<file path="src/rtl/codec_seq_pkg.sv">
package codec_seq_pkg;

  localparam int unsigned NUM_WR    = 13;
  localparam int unsigned IDX_W     = 4;
  localparam int unsigned LAST_IDX  = NUM_WR - 1;

  localparam logic [1:0] CLS_STATUS = 2'b10;
  localparam logic [1:0] CLS_DATA   = 2'b00;
  localparam logic [1:0] SYSCLK_256 = 2'b10;
  localparam logic [2:0] FMT_LSB16  = 3'b011;

  typedef struct packed {
    logic [7:0] cmd;
    logic [1:0] len;
    logic [7:0] b0;
    logic [7:0] b1;
  } wr_entry_t;

  typedef enum logic [2:0] {
    S_IDLE,
    S_POWER,
    S_WAKE,
    S_ISSUE,
    S_WAIT,
    S_PULSE,
    S_DONE
  } seq_state_t;

  // Clock cycles in a delay given in microseconds.
  function automatic int unsigned cycles_for(input int unsigned hz, input int unsigned us);
    int unsigned c;
    c = (hz / 1000000) * us;
    return (c == 0) ? 1 : c;
  endfunction

  function automatic logic [7:0] status0_byte(input logic rst_bit);
    return {1'b0, rst_bit, SYSCLK_256, FMT_LSB16, 1'b0};
  endfunction

  function automatic logic [4:0] ext_level(input logic [2:0] n);
    case (n)
      3'd0, 3'd1: return 5'd4;
      3'd2:       return 5'd3;
      default:    return 5'd0;
    endcase
  endfunction

  // Entry k of the ordered programming list.
  function automatic wr_entry_t make_entry(input logic [IDX_W-1:0] k,
                                           input logic [5:0] dev,
                                           input logic [5:0] vol);
    wr_entry_t e;
    logic [2:0] n;
    n    = 3'(k - IDX_W'(7));
    e.b1 = 8'h00;
    e.len = 2'd1;
    case (k)
      4'd0: begin e.cmd = {dev, CLS_STATUS}; e.b0 = status0_byte(1'b1); end
      4'd1,
      4'd2: begin e.cmd = {dev, CLS_STATUS}; e.b0 = status0_byte(1'b0); end
      4'd3: begin e.cmd = {dev, CLS_STATUS}; e.b0 = {1'b1, 1'b1, 1'b1, 5'd0}; end
      4'd4: begin e.cmd = {dev, CLS_DATA};   e.b0 = {2'b00, vol}; end
      4'd5: begin e.cmd = {dev, CLS_DATA};   e.b0 = {2'b01, 4'd0, 2'd0}; end
      4'd6: begin e.cmd = {dev, CLS_DATA};   e.b0 = {2'b10, 1'b1, 5'd0}; end
      default: begin
        e.cmd = {dev, CLS_DATA};
        e.len = 2'd2;
        e.b0  = {2'b11, 3'b000, n};
        e.b1  = {3'b111, ext_level(n)};
      end
    endcase
    return e;
  endfunction

endpackage

</file>
<file path="src/rtl/codec_seq_timer.sv">
module codec_seq_timer #(
  parameter int unsigned CNT_W = 8
) (
  input  logic             clk,
  input  logic             rst_n,
  input  logic             run,
  input  logic [CNT_W-1:0] limit,
  output logic             expire
);

  logic [CNT_W-1:0] cnt;

  assign expire = run && (cnt == limit - CNT_W'(1));

  always_ff @(posedge clk) begin
    if (!rst_n)              cnt <= '0;
    else if (!run || expire) cnt <= '0;
    else                     cnt <= cnt + CNT_W'(1);
  end

  // a running count never passes its limit
  a_r3_cnt_bounded: assert property (@(posedge clk) disable iff (!rst_n)
    run |-> (cnt < limit));

endmodule

</file>
<file path="src/rtl/codec_seq_wrlist.sv">
module codec_seq_wrlist
  import codec_seq_pkg::*;
#(
  parameter logic [5:0] DEV_ADDR = 6'h05,
  parameter logic [5:0] VOLUME   = 6'h0A
) (
  input  logic [IDX_W-1:0] idx_i,
  output wr_entry_t        entry_o
);

  wr_entry_t tbl [NUM_WR];

  for (genvar g = 0; g < NUM_WR; g++) begin : g_entry
    assign tbl[g] = make_entry(IDX_W'(g), DEV_ADDR, VOLUME);
  end

  assign entry_o = (idx_i < IDX_W'(NUM_WR)) ? tbl[idx_i] : '0;

endmodule

</file>
<file path="src/rtl/codec_boot_seq.sv">
module codec_boot_seq
  import codec_seq_pkg::*;
#(
  parameter logic [5:0]  DEV_ADDR = 6'h05,
  parameter logic [5:0]  VOLUME   = 6'h0A,
  parameter int unsigned CLK_HZ   = 100_000_000,
  parameter int unsigned WAKE_US  = 100_000,
  parameter int unsigned PULSE_US = 1
) (
  input  logic       clk,
  input  logic       rst_n,
  input  logic       start_i,
  input  logic       bus_done_i,
  output logic       pwr_en_o,
  output logic       amp_en_o,
  output logic       mute_o,
  output logic       codec_rst_n_o,
  output logic       req_valid_o,
  output logic [7:0] req_cmd_o,
  output logic [1:0] req_len_o,
  output logic [7:0] req_b0_o,
  output logic [7:0] req_b1_o,
  output logic       done_o
);

  localparam int unsigned DLY_CYC   = cycles_for(CLK_HZ, WAKE_US);
  localparam int unsigned PULSE_CYC = cycles_for(CLK_HZ, PULSE_US);
  localparam int unsigned MAX_CYC   = (DLY_CYC > PULSE_CYC) ? DLY_CYC : PULSE_CYC;
  localparam int unsigned CNT_W     = $clog2(MAX_CYC + 1);

  seq_state_t       state, state_nx;
  logic [IDX_W-1:0] idx, idx_nx;
  wr_entry_t        entry;
  logic             tmr_run, tmr_expire;
  logic [CNT_W-1:0] tmr_limit;

  // Named internal events
  logic ev_start_accept, ev_write_ack, ev_pulse_begin, ev_last_ack;

  assign ev_start_accept = start_i && (state == S_IDLE || state == S_DONE);
  assign ev_write_ack    = (state == S_WAIT) && bus_done_i;
  assign ev_pulse_begin  = ev_write_ack && (idx == '0);
  assign ev_last_ack     = ev_write_ack && (idx == IDX_W'(LAST_IDX));

  assign tmr_run   = (state == S_POWER) || (state == S_WAKE) || (state == S_PULSE);
  assign tmr_limit = (state == S_PULSE) ? CNT_W'(PULSE_CYC) : CNT_W'(DLY_CYC);

  codec_seq_timer #(.CNT_W(CNT_W)) u_timer (
    .clk    (clk),
    .rst_n  (rst_n),
    .run    (tmr_run),
    .limit  (tmr_limit),
    .expire (tmr_expire)
  );

  codec_seq_wrlist #(.DEV_ADDR(DEV_ADDR), .VOLUME(VOLUME)) u_list (
    .idx_i   (idx),
    .entry_o (entry)
  );

  always_comb begin
    state_nx = state;
    idx_nx   = idx;
    case (state)
      S_IDLE, S_DONE: if (ev_start_accept) begin
        state_nx = S_POWER;
        idx_nx   = '0;
      end
      S_POWER: if (tmr_expire) state_nx = S_WAKE;
      S_WAKE:  if (tmr_expire) state_nx = S_ISSUE;
      S_ISSUE: state_nx = S_WAIT;
      S_WAIT: begin
        if (ev_pulse_begin)   state_nx = S_PULSE;
        else if (ev_last_ack) state_nx = S_DONE;
        else if (ev_write_ack) begin
          state_nx = S_ISSUE;
          idx_nx   = idx + IDX_W'(1);
        end
      end
      S_PULSE: if (tmr_expire) begin
        state_nx = S_ISSUE;
        idx_nx   = IDX_W'(1);
      end
      default: state_nx = S_IDLE;
    endcase
  end

  always_ff @(posedge clk) begin
    if (!rst_n) begin
      state <= S_IDLE;
      idx   <= '0;
    end else begin
      state <= state_nx;
      idx   <= idx_nx;
    end
  end

  assign pwr_en_o      = (state != S_IDLE);
  assign amp_en_o      = (state != S_IDLE);
  assign mute_o        = (state == S_IDLE);
  assign codec_rst_n_o = (state == S_WAKE) || (state == S_ISSUE) ||
                         (state == S_WAIT) || (state == S_DONE);
  assign req_valid_o   = (state == S_ISSUE);
  assign done_o        = (state == S_DONE);
  assign req_cmd_o     = entry.cmd;
  assign req_len_o     = entry.len;
  assign req_b0_o      = entry.b0;
  assign req_b1_o      = entry.b1;

  // power, once on, stays on
  a_r2_power_holds: assert property (@(posedge clk) disable iff (!rst_n)
    pwr_en_o |=> pwr_en_o);

  // a fresh start turns power on with the codec still in reset
  a_r2_start_powers: assert property (@(posedge clk) disable iff (!rst_n)
    (ev_start_accept && !pwr_en_o) |=> (pwr_en_o && !mute_o && !codec_rst_n_o));

  // codec reset is only released while powered and unmuted
  a_r3_release_powered: assert property (@(posedge clk) disable iff (!rst_n)
    codec_rst_n_o |-> (pwr_en_o && amp_en_o && !mute_o));

  // acknowledge of the first write pulls the reset pin low
  a_r5_pulse_low: assert property (@(posedge clk) disable iff (!rst_n)
    ev_pulse_begin |=> !codec_rst_n_o);

  // requests are only issued with the codec out of reset
  a_r5_req_out_of_reset: assert property (@(posedge clk) disable iff (!rst_n)
    req_valid_o |-> codec_rst_n_o);

  // every command carries the device address
  a_r7_dev_addr: assert property (@(posedge clk) disable iff (!rst_n)
    req_valid_o |-> (req_cmd_o[7:2] == DEV_ADDR));

  // burst length is one or two, second byte zero for one-byte bursts
  a_r8_len_legal: assert property (@(posedge clk) disable iff (!rst_n)
    req_valid_o |-> ((req_len_o == 2'd2) || (req_len_o == 2'd1 && req_b1_o == 8'h00)));

  // a request lasts one cycle
  a_r9_single_cycle: assert property (@(posedge clk) disable iff (!rst_n)
    req_valid_o |=> !req_valid_o);

  // done follows the final acknowledge and holds without start
  a_r10_done_after_last: assert property (@(posedge clk) disable iff (!rst_n)
    ev_last_ack |=> done_o);

  a_r10_done_holds: assert property (@(posedge clk) disable iff (!rst_n)
    (done_o && !start_i) |=> done_o);

endmodule

</file>
<file path="config.mk">
export PLATFORM = sky130hd
export DESIGN_NAME = codec_boot_seq
export DESIGN_NICKNAME = d
export VERILOG_FILES = /design/src/rtl/codec_seq_pkg.sv /design/src/rtl/codec_seq_timer.sv /design/src/rtl/codec_seq_wrlist.sv /design/src/rtl/codec_boot_seq.sv
export SDC_FILE = /design/constraint.sdc
export NUM_CORES = 1
export LEC_CHECK = 0
export BUFFER_PORTS_ARGS = -buffer_cell sky130_fd_sc_hd__buf_2
export CAP_MARGIN = 20
export CORE_UTILIZATION = 50
export CTS_BUF_LIST = sky130_fd_sc_hd__clkbuf_16
export DETAILED_ROUTE_END_ITERATION = 10
export HOLD_SLACK_MARGIN = 0.02
export PLACE_DENSITY = 0.78
export RECOVER_POWER = 25
export SLEW_MARGIN = 20
export SYNTH_ARGS = -nofsm -noshare
export SYNTH_HDL_FRONTEND = slang
export SYNTH_SLANG_ARGS = --single-unit
</file>
<file path="constraint.sdc">
create_clock -name clk -period 1.5 [get_ports clk]
set_input_delay 0 -clock clk [delete_from_list [all_inputs] [get_ports clk]]
set_output_delay 0 -clock clk [all_outputs]
set_load 0.05 [all_outputs]
</file>
# Word-level counts from Yosys, hierarchy flattened
# Memory sizes are Yosys's and may differ from the RTL's.
# Cells that the tools add are included.
# op_classes
addsub	3
magnitude_cmp	2
eq_ne	16
muxes	17
bitwise_logic	2
reduce_logical	22
# ops
op	count
$mux 26	3
$add 24x1->24 const B	1
$eq 24x24->1	1
$mux 24	1
$sub 24x1->24 const B	1
$mux 4	5
$mux 3	6
$pmux 3 s5	1
$pmux 4 s3	1
$eq 3x3->1 const B	3
$ne 2x2->1 const B	4
$logic_or 1x1->1	7
$eq 3x2->1 const B	2
$ne 2x1->1 const B	3
$reduce_and 6->1	1
$reduce_bool 3->1	2
$reduce_or 2->1	3
$ge 5x5->1 const B	1
$logic_and 1x1->1	5
$not 4->5	1
$add 4x1->4 const B	1
$eq 4x4->1 const B	1
$logic_not 4->1	1
$lt 4x4->1 const B	1
6 further kinds	6
# totals
ff_bits	31
romBits	416
output_inout_bits	32
wordCells	66
memories	1
# mem_list
name	words	word_bits	rd	rd_clocked_by_memory_dff	write_ports	line	rtl
(name not given)	16	26	1	0	0	codec_seq_wrlist.sv:17	assign entry_o = (idx_i < IDX_W'(NUM_WR)) ? tbl[idx_i] : '0;

# Logic depth before layout (Yosys ltp)
# Gate-level depths: netlist of run 1.
# depth
ltp_word	7
mapped_depth	7
mapped_depth_nobuf	6

# Cells and area by module
# From an unflattened synthesis of run 1, not the netlist that was laid out.
# unflattened
cells_unflattened	395
area_unflattened_um2	3046.7
# modules_own_cells
module	n_inst	cells_each	area_each_um2
codec_seq_timer	1	269	2088.3
codec_boot_seq	1	75	611.8
codec_seq_wrlist	1	51	346.6

# Least setup slack after synthesis of run 1
# No wires, ideal clock.
# synth_timing
path_type	register to output
start	register idx[3]
end	output port req_b1_o[6]
t_arrival_ns	2.256
required_ns	1.500
slack_ns	-0.756
stages_incl_launch_ff	6
n_path_buf	3
path_cell_list	dfxtp_1 clkbuf_1 clkbuf_1 nor2_1 nor2_1 buf_4
# synth_via
elab_chain_len	5
elab_cells_between_ends	6
classes_between	order compare (1); mux (3); bitwise (1); memory (1)
# synth_rtl
item	line	rtl
start, declared	codec_boot_seq.sv:32	logic [IDX_W-1:0] idx, idx_nx;
start signal, assigned	codec_boot_seq.sv:94	idx <= idx_nx;
$not 4->5 (implied by the code)	codec_seq_wrlist.sv:17	
$mem_v2 16x26	-	
$mux 26 (implied by the code) (2 in a row)	codec_seq_wrlist.sv:17	
$mux 26 (*)	codec_seq_wrlist.sv:17	
end, declared	codec_boot_seq.sv:22	output logic [7:0] req_b1_o,
# Every way passes the cells marked *; elsewhere a longest branch is shown, timed or not. The select of a mux whose other input is x is not followed.

# Worst setup path in the final report of run 1
# layout_timing
start	register state[1]
end	register u_timer.cnt[16]
# layout_via
elab_chain_len	7
elab_cells_between_ends	12
classes_between	add/sub (1); eq/ne (4); mux (1); reduce/logical (6)
# layout_rtl
item	line	rtl
start, declared	codec_boot_seq.sv:31	seq_state_t state, state_nx;
start signal, assigned	codec_boot_seq.sv:93	state <= state_nx;
$eq 3x3->1	codec_boot_seq.sv:45, codec_boot_seq.sv:46	
$mux 24	codec_boot_seq.sv:46	assign tmr_limit = (state == S_PULSE) ? CNT_W'(PULSE_CYC) : CNT_W'(DLY_CYC);
$sub 24x1->24	codec_seq_timer.sv:13	assign expire = run && (cnt == limit - CNT_W'(1));
$eq 24x24->1	codec_seq_timer.sv:13	
$logic_and 1x1->1	codec_seq_timer.sv:13	
$logic_or 1x1->1 (*)	codec_seq_timer.sv:17	else if (!run || expire) cnt <= '0;
$reduce_or 2->1 (no line) (*)	-	
end signal, assigned	codec_seq_timer.sv:18	else cnt <= cnt + CNT_W'(1);
end, declared	codec_seq_timer.sv:11	logic [CNT_W-1:0] cnt;
# Every way passes the cells marked *; elsewhere a longest branch is shown, timed or not.
# A chain may end at the register's enable or synchronous reset.

==> impl_metrics.json, run 1 <==
{
  "cts_tree": "done",
  "worst-endpoint-arrival_ps": 1820,
  "die_y_um": 65.2,
  "cp_max_fo": 7,
  "clkTransAtPathRegs_ps": 50,
  "start_util_pct": 53.3,
  "synth_edf_count": 0,
  "io_pins": 36,
  "fin_nets": 333,
  "cts-hold-fix-buffers": 0,
  "grt_pass1_wl_um": 8270,
  "p_sw_share_pct": 30.7,
  "async_flop_share_pct": 0,
  "synth-seq-cells": 31,
  "violations": "setup timing",
  "drive_above_1_share_pct": 53.3,
  "timing.final.ws_setup_ps": -154,
  "yosysTopAreaCellShare_pct": 31.1,
  "design.core.area_sq_um": 3740,
  "final_cells": 369,
  "cts_buffers": 5,
  "clock_path_buffers": 2,
  "ir_worst_vdd_v": 0.00115,
  "fin_crit_ps": 1650,
  "layout.area.seq_sq_um": 648,
  "crit_type": "reg2reg",
  "p_switching_mw": 0.823,
  "multi_input_area_sq_um": 1580,
  "grt.total_usage_pct": 25.9,
  "combPwrFrac_pct": 25.8,
  "finalCritPeriodShare_pct": 110,
  "cts.sinks": 31,
  "globalRoute.totalOverflow": 0,
  "drt_iter0_markers": 201,
  "drc": 0,
  "gp_congestion": 0.835,
  "clockPowerShare_pct": 42.2,
  "internal_power_mw": 1.86,
  "dieWidth_um": 65.2,
  "yosysSeqAreaShare_pct": 31.1,
  "hp-class": "in2reg",
  "syn_area_per_cell_sq_um": 8.05,
  "routed_wirelength_um": 6950,
  "powerDensity_nw_per_um2": 850,
  "clock.fmax_ghz": 0.605,
  "dp_cells": 347,
  "root_buffer": "clkbuf_16",
  "yosys_warnings": 0,
  "fin_skew_ps": 5.28,
  "rsz0062_at_grt": "yes",
  "seqPwrFrac_pct": 32.0,
  "setup_viol": 43,
  "viasPerCell": 5.78,
  "synth_area_leaders": "dfxtp_1 31%, nor2_1 7.5%, xor2_1 5.7%",
  "grt_start_max_net_pins": 13,
  "vias": 2134,
  "setup.worst_path.start_class": "flop",
  "drv_cap": 0,
  "yosys_most_used_dff": "dfxtp_1",
  "antenna_found_initial": 0,
  "synthToLayoutAreaGrowth_pct": 58.1,
  "slew_violations": 0,
  "postSynthCellCount": 248,
  "insertion_delay_ps": 280,
  "p_total_mw": 2.68,
  "nFillCells": 192,
  "final_hold_viol_count": 0,
  "row_count": 22,
  "outcome": "complete, but fails checks",
  "wl_per_cell_um": 18.8,
  "cp-end-kind": "flop",
  "drt_first_pass_iters": 4,
  "ant_nets": 0,
  "dp_hpwl_um": 3250,
  "die_area_sq_um": 4250,
  "cts_htree_levels": 2,
  "p_leak_nw": 1.27,
  "antenna_cells": 0,
  "grt_pass1_vias": 1809,
  "synthesis.area_sq_um": 2000,
  "ys_types": 48,
  "place.port_buffers": 27,
  "post-synth-top-area-cell": "dfxtp_1",
  "crit_required_ps": 1670
}
power groups by stage:
stage	sequential, mW	combinational, mW	clock, mW
final	0.859	0.691	1.13
after global routing	0.859	0.731	1.19
after CTS	0.863	0.593	1.14
after detailed placement	0.883	0.522	0
after global placement	0.883	0.518	0
after floorplan	0.882	0.429	0
stage by stage:
stage               hold WS, ps  worst slack [ps]  TNS [ps]  area [sq um]  utilization, %
floorplan                   171             -43.0      -175          2100               -
global placement            368              -121     -1390          2430            65.0
detailed placement          367             -91.7     -2210          2430            65.0
CTS                        74.2             -45.1      -247          2790            74.4
global route                112              -274     -7080          3150            84.3
finish                     94.0              -154     -4360          3150            84.3
final timing paths:
path	startpoint	to	slack, ps	cells past startpoint
worst min register to register	u_timer.cnt[0]	u_timer.cnt[0]	450	1
worst max-delay path	state[1]	u_timer.cnt[16]	-150	5
worst min-delay path	rst_n	idx[0]	90	3
worst max register to register	state[1]	u_timer.cnt[16]	-150	5
Yosys cell counts (2+ instances only):
cell type / n
nor2b_1: 4
o21ai_0: 6
and2_1: 6
nand2_1: 20
nor4b_1: 3
a21oi_1: 4
nand4_1: 5
xor2_1: 13
nand2b_1: 4
buf_4: 14
mux2i_1: 4
nor3_1: 5
o22ai_1: 2
nand3_1: 11
dfxtp_1: 31
xnor2_1: 9
buf_6: 3
buf_2: 2
nor4_1: 3
ha_1: 9
nor2_1: 40
clkbuf_1: 4
and3_1: 8
o211ai_1: 2
inv_1: 12
a31oi_1: 2
placed cells by master, fill, tap and decap left out, types with 5 or more instances in the layout:
cell type	n
nand3_1	6
nand4_1	5
inv_1	7
and3_1	6
dfxtp_4	5
clkbuf_16	5
xor2_1	13
conb_1	8
nand2_1	19
buf_6	13
nor2_4	5
buf_2	11
buf_4	45
nor2_2	13
nor2_1	23
ha_4	6
a21o_4	5
dfxtp_2	7
xnor2_1	8
dfxtp_1	19
per-layer routing:
metal / track usage (%) / vias to the layer above / share of wire [%]
li1: - / 970 / -
met1: 29.6 / 1016 / 37
met2: 44.3 / 108 / 52
met3: 6.77 / 40 / 5.4
met4: 12.8 / 0 / 5.5
met5: 0 / - / 0
worst max-delay path: stages (launching register included):
cell and delay, ps:
dfxtp_4 370, and3b_4 230, nor4_1 380, mux2_4 300, a21o_4 200, nor2_1 60
kinds of logic after synthesis:
group / share of synthesized area [%]
other: 0.188
buffers and inverters: 10.5
XOR/XNOR: 9.66
AND/OR/NAND/NOR: 31.3
adder cells (fa/ha/maj): 5.64
multiplexers: 2.76
flip-flops: 31.1
AO/OA/AOI/OAI: 8.84
final cells by class:
cell class	instances	area share, %
tap	48	1.90
multi-input combinational	192	50.2
inverter	12	1.79
timing repair buffer	78	20.3
clock buffer	5	3.97
sequential	31	20.5
clock inverter	3	1.23
registers in the layout, summed over array words and instances (netlist names):
| name | flops |
|---|---|
| idx | 4 |
| state | 3 |
| u_timer.cnt | 24 |
what timing repair did:
item,in CTS,in global routing
setup buffers,0,11
resized for setup,53,70
endpoints found under the setup margin,46,44
cloned,1,2
pin swaps,12,24
Note: power is estimated with default switching activity, not from simulation.
==> run 2, diff against run 1 <==
--- a/config.mk
+++ b/config.mk
@@ -7,11 +7,11 @@
 export LEC_CHECK = 0
 export BUFFER_PORTS_ARGS = -buffer_cell sky130_fd_sc_hd__buf_2
 export CAP_MARGIN = 20
-export CORE_UTILIZATION = 50
+export CORE_UTILIZATION = 55
 export CTS_BUF_LIST = sky130_fd_sc_hd__clkbuf_16
 export DETAILED_ROUTE_END_ITERATION = 10
 export HOLD_SLACK_MARGIN = 0.02
-export PLACE_DENSITY = 0.78
+export PLACE_DENSITY = 0.81
 export RECOVER_POWER = 25
 export SLEW_MARGIN = 20
 export SYNTH_ARGS = -nofsm -noshare
==> constraint.sdc (replaced) <==
create_clock -name clk -period 1.8 [get_ports clk]
set_input_delay 0 -clock clk [delete_from_list [all_inputs] [get_ports clk]]
set_output_delay 0 -clock clk [all_outputs]
set_load 0.05 [all_outputs]
==> run 2 against run 1 <==
Compared with the run above: the flow now finishes without violations; clock power fell by 32%; critical endpoint is now req_b1_o[2]; wire length decreased by 44%; non-clock buffer count is 42 lower; power decreased by 31%; highest routed layer unchanged; sequential share of layout area grew 6.8 points; core utilization fell by 17 points; die area is 8.8% lower; count of clock-buffer cells in the layout unchanged; critical path depth increased by 1; final area shrank 27%; clock skew decreased by 2.3 ps; final cell count decreased by 13%.
==> impl_metrics.json, run 2 (synthesized netlist as in run 1, its figures left out) <==
{
  "outcome": "completed",
  "cts_tree": "done",
  "worst-endpoint-arrival_ps": 1680,
  "clock.fmax_ghz": 0.595,
  "reg2regPathDepth": 6,
  "setup.worst_path.start_class": "flop",
  "cp_max_fo": 5,
  "final_common_cell": "nor2_1",
  "r2r_start": "u_timer.cnt[0]",
  "slew_violations": 0,
  "routed_wirelength_um": 3910,
  "rsz0062_at_grt": "no",
  "root_buffer": "clkbuf_16",
  "cts_htree_levels": 2,
  "start_util_pct": 58.4,
  "insertion_delay_ps": 270,
  "crit_required_ps": 1800,
  "hold_ws_ps": 95.6,
  "grt_pass1_wl_um": 6770,
  "regMostFlops": "u_timer.cnt",
  "max_stage_delay_ps": 310,
  "tns_ps": 0,
  "max_slew_margin_pct": 59.6,
  "cts_buffers": 5,
  "cp_cell_sequence": "buf_4, ha_2, ha_1, nor2b_1, a31o_2, clkbuf_4",
  "drive_above_1_share_pct": 18.5,
  "drt_iter0_markers": 75,
  "hp-class": "in2reg",
  "antenna_found_initial": 0,
  "final_cell_mix": "37 x nor2_1, 28 x dfxtp_1, 20 x nand2_1",
  "die_area_sq_um": 3870,
  "cts-hold-fix-buffers": 0,
  "antenna_cells": 0,
  "drv_cap": 0,
  "r2r_end": "idx[2]",
  "cp_slowest_cell": "dfxtp_1",
  "p_leak_nw": 0.898,
  "gp_congestion": 0.780,
  "critPathLaunch": "idx[0]",
  "finalCritPeriodShare_pct": 93.4,
  "vias": 1714,
  "drc": 0,
  "ir_worst_vdd_v": 0.000656,
  "globalRoute.totalOverflow": 0,
  "top_regs": "u_timer.cnt: 24 flops, idx: 4 flops, state: 3 flops",
  "drt_first_pass_iters": 4,
  "grt_start_max_net_pins": 25,
  "cts.sinks": 31,
  "dp_hpwl_um": 2850,
  "place.port_buffers": 27,
  "row_count": 21,
  "clock_path_buffers": 2,
  "die_y_um": 62.2,
  "largest_reg_flops": 24,
  "crit_end": "req_b1_o[2]",
  "worst_slew_pin_slew_ps": 609,
  "r2r_setup_slack_ps": 140,
  "synthToLayoutAreaGrowth_pct": 14.6,
  "fin_skew_ps": 3.00,
  "ant_nets": 0,
  "powerDensity_nw_per_um2": 810,
  "grt_pass1_vias": 1541,
  "design.core.area_sq_um": 3420,
  "cp-end-kind": "output pin",
  "clkTransAtPathRegs_ps": 50,
  "viasPerCell": 5.32,
  "fin_crit_ps": 1680,
  "setup_viol": 0,
  "grt.total_usage_pct": 21.8,
  "dieWidth_um": 62.2,
  "io_pins": 36,
  "crit_type": "reg2out",
  "final_hold_viol_count": 0,
  "wl_per_cell_um": 12.1,
  "fin_nets": 288
}
[run 2: cell types whose count changed in the layout (fill, tap and decap cells not counted), sizes merged]
cell | previous run | this run
buf | 74 | 24
clkbuf | 9 | 17
a21o | 5 | 2
inv | 11 | 13
bufinv | 1 | 0
clkinvlp | 1 | 0
[run 2: worst min path at each step]
stage	start	to	slack, ps	cells after the start
detailed placement	rst_n	idx[3]	370	3
finish	rst_n	idx[3]	100	3
global placement	rst_n	idx[0]	360	3
CTS	rst_n	idx[3]	90	3
floorplan	rst_n	idx[2]	170	2
global route	rst_n	idx[1]	110	3
[run 2: stage by stage]
stage	setup WS (ps)	instance area, sq um	instances	total power, mW	utilization (%)
final	119	2290	322	1.85	67.0
after global routing	1.36	2290	322	1.93	67.0
after CTS	29.7	2270	322	1.87	66.4
after detailed placement	43.9	2130	314	1.10	62.4
after global placement	68.2	2130	314	1.10	62.4
after floorplan	38.9	2030	255	1.08	-
[run 2: timing repair]
item,CTS,global route
buffers inserted,0,0
gates resized for setup,0,10
setup endpoints to repair,0,30
endpoints found under the hold margin,0,0
[run 2: cell type report]
| class | count | area [sq um] |
|---|---|---|
| tap | 46 | 57.6 |
| clock buffer | 5 | 125 |
| sequential | 31 | 624 |
| timing repair buffer | 36 | 198 |
| multi-input combinational | 189 | 1230 |
| fill | 305 | 1130 |
| inverter | 12 | 45.0 |
| clock inverter | 3 | 11.3 |
[run 2: per-layer routing]
metal | track usage (%) | vias to the layer above | share of wire, %
li1 | - | 874 | -
met4 | 7.85 | 0 | 1.4
met1 | 27.2 | 789 | 46
met3 | 3.68 | 7 | 4.8
met2 | 37.5 | 44 | 48
met5 | 0 | - | 0
[run 2: worst max-delay path, delay by kind of cell, from the launching register on]
family	cells	cell delay [ps]
adders and majority gates	2	410
buffers and inverters	2	350
DFF	1	310
AOI/OAI and AO/OA	1	210
and+or+nand+nor	1	130
[run 2: where the power goes]
part / leakage [nW] / internal (mW) / switching [mW]
sequential: 0.252 / 0.704 / 0.0310
clock: 0.0701 / 0.495 / 0.269
combinational: 0.577 / 0.0897 / 0.265
total: 0.898 / 1.29 / 0.565
